## config.mk

```make
export PLATFORM = sky130hd
export DESIGN_NAME = cpu_pwr_state_ctrl
export DESIGN_NICKNAME = d
export VERILOG_FILES = /design/src/rtl/pls_pkg.sv /design/src/rtl/pls_sync.sv /design/src/rtl/pls_cnt.sv /design/src/rtl/pls_evt_latch.sv /design/src/rtl/cpu_pwr_state_ctrl.sv
export SDC_FILE = /design/constraint.sdc
export NUM_CORES = 1
export LEC_CHECK = 0
export BUFFER_PORTS_ARGS = -buffer_cell sky130_fd_sc_hd__buf_2
export CORE_MARGIN = 10
export CORE_UTILIZATION = 50
export DETAILED_ROUTE_END_ITERATION = 12
export HOLD_SLACK_MARGIN = 0.06
export PLACE_DENSITY = 0.7
export SLEW_MARGIN = 20
export SYNTH_ARGS = -nofsm -noshare
export SYNTH_HDL_FRONTEND = slang
export SYNTH_SLANG_ARGS = --single-unit
```

## constraint.sdc

```tcl
create_clock -name clk -period 3.37 [get_ports clk]
set_clock_uncertainty 0.15 [all_clocks]
set_input_delay 0.5055 -clock clk [delete_from_list [all_inputs] [get_ports clk]]
set_output_delay 0.5055 -clock clk [all_outputs]
set_load 0.03 [all_outputs]
```

## src/rtl/pls_pkg.sv

```systemverilog
`timescale 1ns/1ps
package pls_pkg;

  typedef enum logic [2:0] {
    ST_NORMAL   = 3'd0,
    ST_AUTOHALT = 3'd1,
    ST_GRANT    = 3'd2,
    ST_SNOOP    = 3'd3,
    ST_SLEEP    = 3'd4,
    ST_DEEP     = 3'd5,
    ST_ACKWAIT  = 3'd6,
    ST_WAKING   = 3'd7
  } pstate_e;

  localparam int EVT_W    = 5;
  localparam int EV_SMI   = 0;
  localparam int EV_INIT  = 1;
  localparam int EV_LINT0 = 2;
  localparam int EV_LINT1 = 3;
  localparam int EV_MSG   = 4;

  // Wake from auto-halt: any new or held event, LINT0 gated by the enable.
  function automatic logic halt_break(logic [EVT_W-1:0] ev,
                                      logic [EVT_W-1:0] held,
                                      logic ie);
    logic [EVT_W-1:0] m;
    m = ev | held;
    m[EV_LINT0] = m[EV_LINT0] & ie;
    return |m;
  endfunction

  // Counter cnt is 0 on the first cycle of a span of len cycles.
  function automatic logic span_done(logic [31:0] cnt, int unsigned len);
    return cnt == 32'(len - 1);
  endfunction

  // Gap counter reads g-1 when g clocks separate the two releases.
  function automatic logic gap_short(logic [31:0] cnt, int unsigned min_gap);
    return (cnt + 32'd1) < 32'(min_gap);
  endfunction

endpackage

```

## src/rtl/pls_sync.sv

```systemverilog
`timescale 1ns/1ps
module pls_sync #(
  parameter int W = 4
) (
  input  logic         clk,
  input  logic         rst_n,
  input  logic [W-1:0] d_n,
  output logic [W-1:0] q_n
);
  for (genvar i = 0; i < W; i++) begin : g_bit
    logic [1:0] st;
    always_ff @(posedge clk or negedge rst_n) begin
      if (!rst_n) st <= 2'b11;
      else        st <= {st[0], d_n[i]};
    end
    assign q_n[i] = st[1];
  end
endmodule

```

## src/rtl/pls_cnt.sv

```systemverilog
`timescale 1ns/1ps
module pls_cnt #(
  parameter int W    = 8,
  parameter int MAXV = 255
) (
  input  logic         clk,
  input  logic         rst_n,
  input  logic         clr_i,
  input  logic         en_i,
  output logic [W-1:0] q_o
);
  localparam logic [W-1:0] LIM = W'(MAXV);

  always_ff @(posedge clk or negedge rst_n) begin
    if (!rst_n)                  q_o <= '0;
    else if (clr_i)              q_o <= '0;
    else if (en_i && q_o != LIM) q_o <= q_o + 1'b1;
  end
endmodule

```

## src/rtl/pls_evt_latch.sv

```systemverilog
`timescale 1ns/1ps
module pls_evt_latch #(
  parameter int W = 5
) (
  input  logic         clk,
  input  logic         rst_n,
  input  logic         cap_i,
  input  logic         clr_i,
  input  logic [W-1:0] ev_i,
  output logic [W-1:0] held_o
);
  always_ff @(posedge clk or negedge rst_n) begin
    if (!rst_n)     held_o <= '0;
    else if (clr_i) held_o <= '0;
    else if (cap_i) held_o <= held_o | ev_i;
  end

  // no new bit appears unless capture was open
  a_r7_capture_only: assert property (@(posedge clk) disable iff (!rst_n)
    !cap_i |=> ($countones(held_o) <= $countones($past(held_o))));
endmodule

```

## src/rtl/cpu_pwr_state_ctrl.sv

```systemverilog
`timescale 1ns/1ps
module cpu_pwr_state_ctrl
  import pls_pkg::*;
#(
  parameter int GRANT_DLY = 20,
  parameter int PLL_CYC   = 3000,
  parameter int MIN_GAP   = 10
) (
  input  logic             clk,
  input  logic             rst_n,
  input  logic             stop_clk_n,
  input  logic             sleep_n,
  input  logic             deep_sleep_n,
  input  logic             core_reset_n,
  input  logic             halt_i,
  input  logic             snoop_start_i,
  input  logic             snoop_done_i,
  input  logic [EVT_W-1:0] evt_i,
  input  logic             int_en_i,
  output logic [2:0]       state_o,
  output logic             grant_ack_o,
  output logic             break_pend_o,
  output logic             pwr_low_o,
  output logic             illegal_o,
  output logic [EVT_W-1:0] evt_o
);
  localparam int CNT_MAX = (GRANT_DLY > PLL_CYC) ? GRANT_DLY : PLL_CYC;
  localparam int CNT_W   = $clog2(CNT_MAX + 1);
  localparam int GAP_W   = $clog2(MIN_GAP + 1);

  // synchronised requests, asserted-high views
  logic [3:0] req_raw_n, req_syn_n;
  logic stp_req, slp_req, dps_req, crst;
  assign req_raw_n = {core_reset_n, deep_sleep_n, sleep_n, stop_clk_n};

  pls_sync #(.W(4)) i_sync (
    .clk(clk), .rst_n(rst_n), .d_n(req_raw_n), .q_n(req_syn_n)
  );
  assign stp_req = ~req_syn_n[0];
  assign slp_req = ~req_syn_n[1];
  assign dps_req = ~req_syn_n[2];
  assign crst    = ~req_syn_n[3];

  pstate_e state_q, nxt, origin_q, ret_q;
  logic [CNT_W-1:0] cnt_q;
  logic [GAP_W-1:0] gap_q;
  logic [EVT_W-1:0] held;
  logic gap_arm_q, gap_arm_d, illegal_q;

  // named internal events
  logic st_change, ev_capture, ev_clear, sleep_to_grant;
  logic sleep_misuse, snoop_misuse, gap_viol, in_low, slp_ok_state;

  assign st_change      = (nxt != state_q);
  assign ev_capture     = (state_q == ST_GRANT) ||
                          (state_q == ST_SNOOP && ret_q == ST_GRANT);
  assign ev_clear       = crst || (state_q == ST_NORMAL);
  assign sleep_to_grant = (state_q == ST_SLEEP) && (nxt == ST_GRANT);
  assign in_low         = (state_q == ST_SLEEP) || (state_q == ST_DEEP) ||
                          (state_q == ST_WAKING);
  assign slp_ok_state   = in_low || (state_q == ST_GRANT);
  assign sleep_misuse   = slp_req && !crst && !slp_ok_state;
  assign snoop_misuse   = snoop_start_i && !crst && in_low;
  assign gap_viol       = (state_q == ST_GRANT) && gap_arm_q && !stp_req &&
                          !crst && gap_short(32'(gap_q), MIN_GAP);

  pls_cnt #(.W(CNT_W), .MAXV(CNT_MAX)) i_span_cnt (
    .clk(clk), .rst_n(rst_n), .clr_i(st_change), .en_i(1'b1), .q_o(cnt_q)
  );

  pls_cnt #(.W(GAP_W), .MAXV(MIN_GAP)) i_gap_cnt (
    .clk(clk), .rst_n(rst_n), .clr_i(sleep_to_grant), .en_i(gap_arm_q),
    .q_o(gap_q)
  );

  pls_evt_latch #(.W(EVT_W)) i_evt (
    .clk(clk), .rst_n(rst_n), .cap_i(ev_capture), .clr_i(ev_clear),
    .ev_i(evt_i), .held_o(held)
  );

  // next state
  always_comb begin
    nxt = state_q;
    if (crst) begin
      nxt = (state_q == ST_GRANT) ? ST_GRANT : ST_NORMAL;
    end else begin
      unique case (state_q)
        ST_NORMAL: begin
          if (stp_req)     nxt = ST_ACKWAIT;
          else if (halt_i) nxt = ST_AUTOHALT;
        end
        ST_AUTOHALT: begin
          if (stp_req)                              nxt = ST_ACKWAIT;
          else if (halt_break(evt_i, held, int_en_i)) nxt = ST_NORMAL;
          else if (snoop_start_i)                   nxt = ST_SNOOP;
        end
        ST_ACKWAIT: begin
          if (!stp_req)                               nxt = origin_q;
          else if (span_done(32'(cnt_q), GRANT_DLY))  nxt = ST_GRANT;
        end
        ST_GRANT: begin
          if (slp_req)            nxt = ST_SLEEP;
          else if (!stp_req)      nxt = origin_q;
          else if (snoop_start_i) nxt = ST_SNOOP;
        end
        ST_SNOOP: begin
          if (snoop_done_i) nxt = ret_q;
        end
        ST_SLEEP: begin
          if (dps_req)       nxt = ST_DEEP;
          else if (!slp_req) nxt = ST_GRANT;
        end
        ST_DEEP: begin
          if (!dps_req) nxt = ST_WAKING;
        end
        ST_WAKING: begin
          if (span_done(32'(cnt_q), PLL_CYC)) nxt = ST_SLEEP;
        end
        default: nxt = ST_NORMAL;
      endcase
    end
  end

  assign gap_arm_d = ((nxt == ST_GRANT) || (nxt == ST_SNOOP)) &&
                     (gap_arm_q || state_q == ST_SLEEP) && !crst;

  always_ff @(posedge clk or negedge rst_n) begin
    if (!rst_n) begin
      state_q   <= ST_NORMAL;
      origin_q  <= ST_NORMAL;
      ret_q     <= ST_NORMAL;
      gap_arm_q <= 1'b0;
      illegal_q <= 1'b0;
    end else begin
      state_q   <= nxt;
      gap_arm_q <= gap_arm_d;
      if (nxt == ST_ACKWAIT && state_q != ST_ACKWAIT)
        origin_q <= state_q;
      if (nxt == ST_SNOOP && state_q != ST_SNOOP)
        ret_q <= state_q;
      if (crst)
        illegal_q <= 1'b0;
      else if (sleep_misuse || snoop_misuse || gap_viol)
        illegal_q <= 1'b1;
    end
  end

  assign state_o      = state_q;
  assign grant_ack_o  = (state_q == ST_ACKWAIT) && (cnt_q == '0);
  assign break_pend_o = (state_q == ST_GRANT) && (|held);
  assign pwr_low_o    = (state_q == ST_DEEP);
  assign illegal_o    = illegal_q;
  assign evt_o        = (state_q == ST_NORMAL) ? held : '0;

  // acknowledge lasts one cycle
  a_r3_ack_single: assert property (@(posedge clk) disable iff (!rst_n)
    grant_ack_o |=> !grant_ack_o);
  // grant reached only after the full acknowledge span
  a_r3_grant_span: assert property (@(posedge clk) disable iff (!rst_n)
    (state_q == ST_GRANT && $past(state_q) == ST_ACKWAIT)
      |-> (32'($past(cnt_q)) == 32'(GRANT_DLY - 1)));
  // sleep is entered from stop-grant (or re-entered after settle)
  a_r6_sleep_entry: assert property (@(posedge clk) disable iff (!rst_n)
    (state_q == ST_SLEEP && $past(state_q) != ST_SLEEP)
      |-> ($past(state_q) == ST_GRANT || $past(state_q) == ST_WAKING));
  // settle never outlasts its span
  a_r9_settle_bound: assert property (@(posedge clk) disable iff (!rst_n)
    (state_q == ST_WAKING) |-> (32'(cnt_q) < 32'(PLL_CYC)));
  // indicator rises only out of sleep
  a_r10_psi_entry: assert property (@(posedge clk) disable iff (!rst_n)
    $rose(pwr_low_o) |-> ($past(state_q) == ST_SLEEP));
  // violation flag holds until a core reset
  a_r12_flag_sticky: assert property (@(posedge clk) disable iff (!rst_n)
    (illegal_o && !crst) |=> illegal_o);
endmodule

```

* Word level (Yosys, flattened, before mapping)
Index checks and enable logic that the tools add are counted.
Storage, ports and cells: bits in registers 40, input port bits 15, output and inout port bits 12, logic and storage cells 99
Operators by class: add/subtract/negate cells 3, magnitude comparators 1, equality and inequality tests 19, mux-type cells 26, bitwise gates (word level) 4, reductions and logical operators 34
Operators by type and width (number):
- 3-bit 2-to-1 mux | 15
- 12-bit 2-to-1 mux | 2
- 3-bit one-hot mux with 8 select lines | 1
- 1-bit logical AND | 17
- 3-bit by 2-bit == test with 1-bit output (second input constant) | 5
- 3-bit == test (second input constant) | 5
- 5-bit 2-to-1 mux | 3
- 12-bit by 1-bit adder with 12-bit output (second input constant) | 1
- 12-bit == test (second input constant) | 1
- 12-bit by 5-bit == test with 1-bit output (second input constant) | 1
- 12-bit logical NOT | 1
- 12-bit inequality test (second input constant) | 1
- 5-bit OR reduction | 2
- 1-bit logical OR | 9
- 4-bit 2-to-1 mux | 2
- 2-bit nonzero test | 3
- 4-bit by 1-bit adder with 5-bit output (second input constant) | 1
- 5-bit by 4-bit less-than comparator with 1-bit output (second input constant) | 1
- 5-bit OR | 1
- 4-bit by 1-bit adder with 4-bit output (second input constant) | 1
- 4-bit inequality test (second input constant) | 1
- 3-bit by 1-bit == test with 1-bit output (second input constant) | 1
- 3-bit logical NOT | 1
- 3-bit by 2-bit inequality test with 1-bit output (second input constant) | 1
- other kinds (8) | 10

* Logic depth before layout (Yosys ltp)
Gate-level depths: netlist of the first run.
depth after elaboration 11, mapped depth 10, depth with buffers taken out 8

* Cells and area by module
Synthesis of the first run repeated with hierarchy kept, for this count alone.
Unflattened totals: cells, all modules 260, area, all modules 2496.1 µm²
Modules (own cells, without submodules):
- cpu_pwr_state_ctrl | times used 1, cells each 145, area an instance 1214.9 µm², seq. area each 275.3 µm²
- pls_cnt (i_span_cnt) | times used 1, cells each 66, area an instance 639.4 µm², seq. area each 300.3 µm²
- pls_sync | times used 1, cells each 12, area an instance 240.2 µm², seq. area each 210.2 µm²
- pls_cnt (i_gap_cnt) | times used 1, cells each 22, area an instance 232.7 µm², seq. area each 100.1 µm²
- pls_evt_latch | times used 1, cells each 15, area an instance 168.9 µm², seq. area each 125.1 µm²

* Least setup slack after synthesis of the first run
No wires, ideal clock.
path kind register to output, start register state_q[0] (netlist: state_o[0]), end output grant_ack_o, data arrival time 2065 ps, data required time 2714 ps, setup slack 649 ps, cell stages (with the launch flop) 6, path buffers 2, path through dfrtp_1 > buf_4 > buf_2 > nor2_1 > nand2_1 > nor4_1
Between the ends: longest elaborated chain between the ends 2
RTL lines:
- from (decl) | RTL line cpu_pwr_state_ctrl.sv:44 | pstate_e state_q, nxt, origin_q, ret_q;
- from (signal assigned) | RTL line cpu_pwr_state_ctrl.sv:135 | state_q <= nxt;
- 3-bit == test | RTL line cpu_pwr_state_ctrl.sv:149 | assign grant_ack_o = (state_q == ST_ACKWAIT) && (cnt_q == '0);
- 1-bit logical AND | RTL line cpu_pwr_state_ctrl.sv:149
- to (decl) | RTL line cpu_pwr_state_ctrl.sv:21 | output logic grant_ack_o,
No other way between the ends.

* Worst setup path in the final report of the first run
start register state_q[0] (netlist: state_o[0]), end register i_span_cnt.q_o[7]
Between the ends: longest elaborated chain between the ends 7, elaborated cells on any way between the ends 28, classes of those cells 8 x eq/ne; 18 x mux; 2 x reduce/logical
RTL lines:
- 3-bit 2-to-1 mux | RTL line cpu_pwr_state_ctrl.sv:95, cpu_pwr_state_ctrl.sv:104
- 3-bit 2-to-1 mux (on tied branches) | RTL line cpu_pwr_state_ctrl.sv:103, cpu_pwr_state_ctrl.sv:94
- 3-bit 2-to-1 mux (on tied branches) | RTL line cpu_pwr_state_ctrl.sv:102, cpu_pwr_state_ctrl.sv:93
- 3-bit one-hot mux with 8 select lines | RTL line cpu_pwr_state_ctrl.sv:87 | unique case (state_q)
- 3-bit 2-to-1 mux | RTL line cpu_pwr_state_ctrl.sv:84 | if (crst) begin
- 3-bit inequality test (*) | RTL line cpu_pwr_state_ctrl.sv:54 | assign st_change = (nxt != state_q);
- 12-bit 2-to-1 mux or 2-bit nonzero test (tied branches)
- to (signal assigned) | RTL line pls_cnt.sv:17 | else if (en_i && q_o != LIM) q_o <= q_o + 1'b1;
- to (decl) | RTL line pls_cnt.sv:10 | output logic [W-1:0] q_o
Every way passes the cells marked *; elsewhere a longest branch is shown, timed or not. A chain may end at the register's enable or synchronous reset.

==> impl_metrics.tcl, run 1 <==
set metrics [dict create \
    status "finished, final reports clean" \
    ioPinCount 27 \
    clk_latency_ns 0.29 \
    layout_common_cells "dfrtp_1, buf_2, nor2_1" \
    viasPerCell 5.708 \
    clock-sinks 40 \
    setup_ws_ns 0.4296 \
    endpoint_kind "register" \
    relSlewSlack 0.3269 \
    synth_edf_count 0 \
    drv_slew 0 \
    yosysWarnings 0 \
    antenna_found_initial 0 \
    core-area_mm2 0.004384 \
    drive_above_1_share 0.2281 \
    vdd.ir_drop.worst_v 0.0003887 \
    num_vias 1798 \
    wl_um 4861 \
    postRouteAntennaNets 0 \
    cts.reportedPaths.clkPinSlew_ns 0.07 \
    cts-root-buf "clkbuf_8" \
    ctsHoldBuffers 0 \
    drtIter0Drc 120 \
    worst_pin_slew_ns 1.002 \
    timing.fmax_ghz 0.3401 \
    antennaDiodeCount 0 \
    yosys.area.top_type "dfrtp_1" \
    htree_levels 2 \
    grt-ovfl-total 0 \
    min_period_ns 2.940 \
    dpl.hpwl_um 3567 \
    synth_area_leaders "dfrtp_1, dfstp_2, xnor2_1" \
    ys_ff_latch 40 \
    p_leak_nw 1.103 \
    cp_max_fo 21 \
    remaining_drc_errors 0 \
    core.rowCount 24 \
    start_kind "register" \
    io_buffers 26 \
    area_growth_pct 10.58 \
    nets 281 \
    grt_max_degree 41 \
    rsz0062_at_grt "no" \
    final_common_cell "dfrtp_1" \
    die_w_um 87.40 \
    ctsLongestPathBuffers 2 \
    finalSetupTns_ns 0 \
    cts_setup_buffers 0 \
    drv_cap 0 \
    gp_congestion 0.8930 \
    powerDensity_mw_per_mm2 779.0 \
    wl_per_cell_um 15.43 \
    synth.top_cell.area_share 0.3526 \
    initial_core_util 0.5180 \
    netlist_area_mm2 0.002271 \
    crit_type "reg2reg" \
    grtUsageTotal 0.1350 \
    synthCells 239 \
    seq_area_frac_synth 0.4452 \
    grt_pass1_vias 1808 \
    hp-class "in2reg" \
    pre_cts_ws_ns 0.4734 \
    grt_pass1_wl_um 8549 \
    synth_area_per_cell_um2 9.502 \
    hold_viol_final 0 \
    dieArea_mm2 0.007638 \
    synth_nets 258 \
    period_share 0.8725 \
    synth_ff_type "dfrtp_1" \
    ctsResizeCount 0 \
    setup_viol 0 \
    yosysUniqueCellTypes 50 \
    required_ns 3.35 \
    cp.arrival_ns 2.92 \
    cts_buffers 5 \
    drtPass1Iterations 4 \
    fillCellCount 409 \
    cts_tree "built" \
    synthArstFlopShare 1.000 \
    fp.dieH_um 87.40 \
]
final timing paths:
path | from | end | slack, ns | cells after the start
max | state_o[0]$_DFF_PN0_ | i_span_cnt.q_o[7]$_DFFE_PN0P_ | 0.43 | 7
min | stop_clk_n | i_sync.g_bit[0].st[0]$_DFF_PN1_ | 0.16 | 1
max reg2reg | state_o[0]$_DFF_PN0_ | i_span_cnt.q_o[7]$_DFFE_PN0P_ | 0.43 | 7
min reg2reg | i_sync.g_bit[1].st[0]$_DFF_PN1_ | i_sync.g_bit[1].st[1]$_DFF_PN1_ | 0.21 | 0
max in group asynchronous | rst_n | illegal_o$_DFFE_PN0P_ | 2.37 | 1
min in group asynchronous | rst_n | i_evt.held_o[4]$_DFFE_PN0P_ | 0.17 | 1
per-stage QoR:
stage / hold WS, ns / area, um2 / util / power, mW / cells
final: 0.1588 / 2511 / 0.5728 / 1.956 / 315
after CTS: 0.1526 / 2511 / 0.5728 / 1.972 / 315
after global routing: 0.1514 / 2511 / 0.5728 / 2.109 / 315
after global placement: 0.1961 / 2404 / 0.5482 / 1.572 / 307
after detailed placement: 0.1968 / 2404 / 0.5482 / 1.586 / 307
after floorplan: 0.05991 / 2271 / - / 1.411 / 239
cells by family after synthesis:
family | share of synthesized area
mux | 0.004958
buf+inv | 0.05730
compound gates | 0.1532
fa+ha+maj | 0.02204
flops | 0.4452
simple gates | 0.2479
xor+xnor | 0.06942
cell type report:
| cell class | count | area [um2] | area share |
|---|---|---|---|
| Clock buffer | 6 | 72.57 | 0.02890 |
| Sequential cell | 40 | 1011 | 0.4026 |
| Multi-Input combinational cell | 173 | 1130 | 0.4499 |
| Clock inverter | 2 | 35.03 | 0.01395 |
| Timing Repair Buffer | 28 | 145.1 | 0.05780 |
| Inverter | 14 | 52.55 | 0.02093 |
| Tap cell | 52 | 65.06 | 0.02591 |
state kept, by name (all words and copies together), names as in the netlist:
signal,flops
origin_q,3
i_sync.g_bit.st,8
i_gap_cnt.q_o,4
illegal_o,1
i_span_cnt.q_o,12
state_o,3
gap_arm_q,1
ret_q,3
i_evt.held_o,5
synth_stat cells, types with 2 or more instances:
library cell	count
ha_1	4
a32oi_1	2
clkbuf_1	2
o22ai_1	3
a211o_1	2
inv_1	12
nand2b_4	2
dfrtp_1	32
nand4_1	7
buf_6	2
nor2_1	24
inv_2	2
nand3_1	10
and3_1	2
o21ai_0	10
a31oi_1	3
a211oi_1	2
xnor2_1	11
nor2_2	2
nor2b_1	4
xor2_1	7
and2_1	9
a21oi_1	11
buf_2	5
buf_4	3
nor3_1	14
nor4_1	4
a21o_1	2
nand2_1	15
dfstp_2	8
nand2b_1	4
critical path, stage by stage, from the launching register on:
cell and delay (ns):
dfrtp_1 0.77, nor2b_1 0.25, nand4_1 0.12, o221ai_1 0.22, and2_1 0.24, nor2_2 0.08, xnor2_1 0.80, nor3_1 0.14
power by group:
part	total, mW	switching, mW	internal (mW)	leakage (nW)
combinational	0.831	0.529	0.302	0.539
sequential	0.746	0.159	0.587	0.508
clock	0.379	0.159	0.220	0.0552
metal layers:
metal	routed length, um	GRT usage	up-vias	part of all wire
met3	435	0.04682	7	0.089
met2	2116	0.1978	63	0.44
met5	0	0	-	0
met1	2257	0.1811	844	0.46
met4	53	0.04203	0	0.011
li1	-	-	884	-
No activity file was read; power rests on OpenSTA's default activity.
==> run 2, diff against run 1 <==
--- a/config.mk
+++ b/config.mk
@@ -5,10 +5,12 @@
 export SDC_FILE = /design/constraint.sdc
 export NUM_CORES = 1
 export LEC_CHECK = 0
+export ABC_AREA = 1
 export BUFFER_PORTS_ARGS = -buffer_cell sky130_fd_sc_hd__buf_2
 export CORE_MARGIN = 10
 export CORE_UTILIZATION = 50
 export DETAILED_ROUTE_END_ITERATION = 12
+export GPL_TIMING_DRIVEN = 0
 export HOLD_SLACK_MARGIN = 0.06
 export PLACE_DENSITY = 0.7
 export SLEW_MARGIN = 20
==> run 2 against run 1 <==
  * Area after synthesis up 7.5%
  * Sequential power down 12%
  * Core utilization up 1.2 points
  * Setup slack better by 0.54 ns
  * Largest cell class unchanged
  * Wire length up 12%
  * Combinational power up 40%
  * Via count up 20%
==> impl_metrics.tcl, run 2 <==
set metrics [dict create \
    grt_pass1_wl_um 9722 \
    synth_ff_type "dfrtp_1" \
    yosys.area.top_type "dfrtp_1" \
    synth_most_common_cell "nand2_1" \
    num_vias 2154 \
    pwr-share-comb 0.527 \
    cts_setup_buffers 0 \
    fp.dieH_um 89.89 \
    remaining_drc_errors 0 \
    synth_edf_count 0 \
    synth_area_leaders "dfrtp_1, nand2_1, dfstp_2" \
    fillCellCount 450 \
    p_int_mw 1.164 \
    cts-root-buf "clkbuf_8" \
    die_w_um 89.89 \
    hold_viol_final 0 \
    synth_nets 340 \
    dp_cells 414 \
    drv_slew 0 \
    largest_reg_flops 12 \
    p_leak_nw 1.385 \
    synthCells 321 \
    relSlewSlack 0.4198 \
    start_kind "register" \
    timing.fmax_ghz 0.4164 \
    cp.arrival_ns 1.75 \
    layout_common_cells "nand2_1, inv_1, nor2_1" \
    hp-class "in2reg" \
    cts.reportedPaths.clkPinSlew_ns 0.08 \
    vdd.ir_drop.worst_v 0.0003896 \
    drive_above_1_share 0.2056 \
    grt_pass1_vias 2112 \
    antennaDiodeCount 0 \
    synth.top_cell.area_share 0.3279 \
    status "finished, final reports clean" \
    wl_per_cell_um 12.91 \
    yosysUniqueCellTypes 31 \
    synth_compound_area_frac 0.06250 \
    grtUsageTotal 0.1408 \
    seqCellArea_mm2 0.001011 \
    top_register "i_span_cnt.q_o" \
    core.rowCount 25 \
    synth.mux.area_fraction 0 \
    switching_power_mw 1.042 \
    dpl_cell_area_mm2 0.002656 \
    rsz0062_at_grt "no" \
    io_buffers 26 \
    synthTopCellsByCount "nand2_1, inv_1, nor2_1" \
    gp_congestion 0.9371 \
    min_period_ns 2.402 \
    worst_pin_slew_ns 0.8703 \
    reg.largest.list "i_span_cnt.q_o: 12 flops, i_sync.g_bit.st: 8 flops, i_evt.held_o: 5 flops" \
    clock-sinks 40 \
    cp_max_fo 10 \
    required_ns 2.71 \
    finalSetupTns_ns 0 \
    nets 373 \
    synthArstFlopShare 1.000 \
    netlist_area_mm2 0.002442 \
    synth_area_per_cell_um2 7.609 \
    final_common_cell "nand2_1" \
    dpl.hpwl_um 4169 \
    synth_xor_area_frac 0.04303 \
    dieArea_mm2 0.008080 \
    switching_share 0.4726 \
    powerDensity_mw_per_mm2 798.2 \
    synthAdderAreaFrac 0.02049 \
    cts_buffers 5 \
    clk_latency_ns 0.29 \
    final_cells 422 \
    ctsResizeCount 0 \
    grt_max_degree 41 \
    finalPower_mw 2.206 \
    cts_tree "built" \
    ys_ff_latch 40 \
    endpoint_kind "output pin" \
    area_growth_pct 13.17 \
    drv_cap 0 \
    multi_input_area_mm2 0.001204 \
    drtIter0Drc 181 \
    ioPinCount 27 \
    drtPass1Iterations 4 \
    setup_viol 0 \
    period_share 0.7126 \
    power_frac_seq 0.299 \
    initial_core_util 0.5171 \
    synth_top_family_by_area "simple AND/OR/NAND/NOR gates" \
    design_area_mm2 0.002764 \
    htree_levels 2 \
    ctsLongestPathBuffers 2 \
    power_frac_clock 0.175 \
    viasPerCell 5.104 \
    grt-ovfl-total 0 \
    yosysWarnings 0 \
    postRouteAntennaNets 0 \
    seq_area_frac_synth 0.4139 \
    core-area_mm2 0.004723 \
    wl_um 5448 \
    synth-simple-area-share 0.3668 \
    crit_type "reg2out" \
    ctsHoldBuffers 0 \
    antenna_found_initial 0 \
]
[run 2: stage by stage]
stage	utilization	worst slack (ns)	hold slack, ns
finish	0.5852	0.9684	0.1561
global route	0.5852	0.8490	0.1395
CTS	0.5852	0.9904	0.1491
detailed placement	0.5624	1.174	0.1976
global placement	0.5624	1.185	0.1956
floorplan	-	0.7554	0.05991
[run 2: power groups by stage]
stage | Sequential [mW] | Clock [mW] | Combinational, mW
final | 0.659 | 0.385 | 1.16
after global routing | 0.673 | 0.414 | 1.31
after CTS | 0.659 | 0.394 | 1.17
after detailed placement | 0.667 | 0 | 1.16
after global placement | 0.666 | 0 | 1.15
after floorplan | 0.689 | 0 | 0.862
[run 2: cells by family (layout without fill, tap and decap cells)]
logic type	after synthesis	after routing
AOI/OAI and AO/OA	26	26
xor gates and xnor gates	12	12
adders and majority gates	4	4
and+or+nand+nor	187	187
buffers and inverters	52	86
DFF	40	40
[run 2: area by class of cell]
cell class	count	share of cell area
sequential	40	0.3658
multi-input combinational	229	0.4355
clock inverter	2	0.01268
clock buffer	6	0.02626
inverter	47	0.06474
timing repair buffer	26	0.04708
buffer	5	0.01766
tap	67	0.03033
[run 2: worst max-delay path, stage by stage, from the launching register on]
cell,delay (ns)
dfrtp_1,0.36
buf_6,0.15
inv_2,0.07
nor2_1,0.15
nand2_2,0.14
nor4_1,0.32
buf_2,0.26
[run 2: worst paths after layout]
kind | from | to | slack (ns) | cells past startpoint
min in group asynchronous | rst_n | i_span_cnt.q_o[4]$_DFFE_PN0P_ | 0.18 | 1
max in group asynchronous | rst_n | i_span_cnt.q_o[11]$_DFFE_PN0P_ | 2.35 | 1
worst min-delay path | deep_sleep_n | i_sync.g_bit[2].st[0]$_DFF_PN1_ | 0.16 | 1
worst max-delay path | state_o[1]$_DFF_PN0_ | grant_ack_o | 0.97 | 6
worst min register to register | i_sync.g_bit[3].st[0]$_DFF_PN1_ | i_sync.g_bit[3].st[1]$_DFF_PN1_ | 0.21 | 0
worst max register to register | state_o[0]$_DFF_PN0_ | i_gap_cnt.q_o[0]$_DFFE_PN0P_ | 1.17 | 13
[run 2: metal layers]
| layer | track usage | vias to the layer above | part of all wire |
|---|---|---|---|
| li1 | - | 1091 | - |
| met1 | 0.1840 | 991 | 0.47 |
| met2 | 0.2197 | 62 | 0.44 |
| met3 | 0.03824 | 10 | 0.066 |
| met4 | 0.04509 | 0 | 0.018 |
| met5 | 0 | - | 0 |
==> run 3, diff against run 2 <==
--- a/config.mk
+++ b/config.mk
@@ -5,7 +5,7 @@
 export SDC_FILE = /design/constraint.sdc
 export NUM_CORES = 1
 export LEC_CHECK = 0
-export ABC_AREA = 1
+export ABC_AREA = 0
 export BUFFER_PORTS_ARGS = -buffer_cell sky130_fd_sc_hd__buf_2
 export CORE_MARGIN = 10
 export CORE_UTILIZATION = 50
==> constraint.sdc (replaced) <==
create_clock -name clk -period 2.4 [get_ports clk]
set_clock_uncertainty 0.15 [all_clocks]
set_input_delay 0.36 -clock clk [delete_from_list [all_inputs] [get_ports clk]]
set_output_delay 0.36 -clock clk [all_outputs]
set_load 0.03 [all_outputs]
==> run 3 against run 2 <==
  * Combinational power increased by 50%
  * Global-route usage decreased by 0.15 points
  * Sequential share of layout area decreased by 0.64 points
  * Via count decreased by 9.1%
  * Wire length decreased by 2.3%
  * Critical endpoint is now i_gap_cnt.q_o[0]$_DFFE_PN0P_
==> impl_metrics.tcl, run 3 (same netlist as run 1, synthesis figures left out) <==
set metrics [dict create \
    status "finished, final reports clean" \
    layout_common_cells "dfrtp_1, buf_2, nor2_1" \
    dpl.hpwl_um 3651 \
    antenna_found_initial 0 \
    drv_slew 0 \
    remaining_drc_errors 0 \
    gp_congestion 0.9246 \
    viasPerCell 5.725 \
    finalSetupTns_ns 0 \
    ioPinCount 27 \
    grt_max_degree 41 \
    p_leak_nw 1.238 \
    grtUsageTotal 0.1393 \
    largest_reg_flops 12 \
    cts_tree "built" \
    timing.fmax_ghz 0.4225 \
    initial_core_util 0.5180 \
    dpl_cell_area_mm2 0.002472 \
    final_cells 342 \
    fp.dieH_um 87.40 \
    r2r-end "i_gap_cnt.q_o[0]$_DFFE_PN0P_" \
    design_area_mm2 0.002816 \
    htree_levels 2 \
    min_period_ns 2.367 \
    final_common_cell "dfrtp_1" \
    drive_above_1_share 0.3379 \
    rr_startpoint "state_o[0]$_DFF_PN0_" \
    cts-root-buf "clkbuf_8" \
    reg2reg_slack_ns 0.03 \
    cts_buffers 5 \
    die_w_um 87.40 \
    wl_um 5324 \
    drv_cap 0 \
    io_buffers 26 \
    rsz0062_at_grt "yes" \
    area_growth_pct 24.02 \
    grt_pass1_vias 1876 \
    start_kind "register" \
    drtPass1Iterations 4 \
    grt-ovfl-total 0 \
    required_ns 2.43 \
    clock-sinks 40 \
    fillCellCount 359 \
    wl_per_cell_um 15.57 \
    dieArea_mm2 0.007638 \
    drtIter0Drc 154 \
    pre_cts_ws_ns -0.2358 \
    top_register "i_span_cnt.q_o" \
    clk_latency_ns 0.29 \
    worst_pin_slew_ns 0.8658 \
    cp.arrival_ns 2.40 \
    setup_ws_ns 0.03291 \
    cp_max_fo 10 \
    hp-class "in2async" \
    endpoint_kind "register" \
    reg.largest.list "i_span_cnt.q_o: 12 flops, i_sync.g_bit.st: 8 flops, i_evt.held_o: 5 flops" \
    reg2regPathDepth 10 \
    nets 308 \
    ctsLongestPathBuffers 2 \
    powerDensity_mw_per_mm2 1118 \
    relSlewSlack 0.4228 \
    cts.reportedPaths.clkPinSlew_ns 0.08 \
    core.rowCount 24 \
    setup_viol 0 \
    postRouteAntennaNets 0 \
    grt_pass1_wl_um 8735 \
    antennaDiodeCount 0 \
    crit_type "reg2reg" \
    hold_ws_ns 0.02726 \
    hold_viol_final 0 \
    core-area_mm2 0.004384 \
    num_vias 1958 \
    dp_cells 317 \
    period_share 0.9863 \
    vdd.ir_drop.worst_v 0.0005730 \
]
-- run 3: changes by cell type in the layout (fill, tap and decap cells not counted), moves of 5 or more --
| cell | change |
|---|---|
| inv_1 | -30 |
| nand3_1 | -21 |
| nand2_1 | -60 |
| and2_1 | +8 |
| xnor2_1 | +8 |
| buf_4 | +18 |
| nor3_2 | -5 |
| nor2_1 | -18 |
-- run 3: report_power, final --
group | total [mW] | internal, mW | switching (mW)
registers | 0.953 | 0.827 | 0.126
clock network | 0.454 | 0.234 | 0.220
logic | 1.74 | 0.730 | 1.01
-- run 3: how the worst max path moves through the flow --
| stage | startpoint | endpoint | slack (ns) | cells past startpoint |
|---|---|---|---|---|
| after floorplan | state_o[1]$_DFF_PN0_ | origin_q[0]$_DFFE_PN0P_ | 0.002 | 7 |
| after global placement | state_o[0]$_DFF_PN0_ | i_gap_cnt.q_o[1]$_DFFE_PN0P_ | -0.20 | 8 |
| after detailed placement | state_o[0]$_DFF_PN0_ | i_gap_cnt.q_o[1]$_DFFE_PN0P_ | -0.24 | 8 |
| after CTS | i_evt.held_o[4]$_DFFE_PN0P_ | i_span_cnt.q_o[1]$_DFFE_PN0P_ | 0.009 | 8 |
| after global routing | i_span_cnt.q_o[1]$_DFFE_PN0P_ | i_span_cnt.q_o[7]$_DFFE_PN0P_ | -0.05 | 8 |
| final | state_o[0]$_DFF_PN0_ | i_gap_cnt.q_o[0]$_DFFE_PN0P_ | 0.03 | 10 |
-- run 3: metal layers --
layer	track usage	vias up	wire [um]
met5	0	-	0
met4	0.05797	0	121
met3	0.03371	15	326
met2	0.2189	63	2550
met1	0.1777	944	2326
li1	-	936	-
-- run 3: cell type report --
cell class,instances,area (um2),share of cell area
multi-input combinational,173,1234,0.4380
buffer,11,82.58,0.02932
tap,52,65.06,0.02310
clock buffer,8,90.09,0.03199
inverter,14,52.55,0.01866
timing repair buffer,44,280.3,0.09951
sequential,40,1012,0.3594
-- run 3: critical path, stage by stage (launching register included) --
cell and delay [ns]:
dfrtp_1 0.40, buf_4 0.19, buf_4 0.19, nand3_1 0.10
a31oi_1 0.09, o22ai_1 0.23, a21o_1 0.22, o21ai_0 0.20
nor4_2 0.27, buf_4 0.18, nor2_1 0.04
-- run 3: metrics by stage --
stage | util | power (mW)
2_1_floorplan | - | 1.985
3_3_place_gp | 0.5639 | 2.311
3_5_place_dp | 0.5639 | 2.313
4_1_cts | 0.6182 | 2.947
5_1_grt | 0.6424 | 3.369
6_report | 0.6424 | 3.147
-- run 3: timing repair --
item	in CTS	in global routing
pin swaps	6	7
cloned	0	0
hold endpoints to repair	4	0
gates resized for setup	6	22
endpoints found under the setup margin	19	23
setup buffers	11	3
hold buffers	4	0
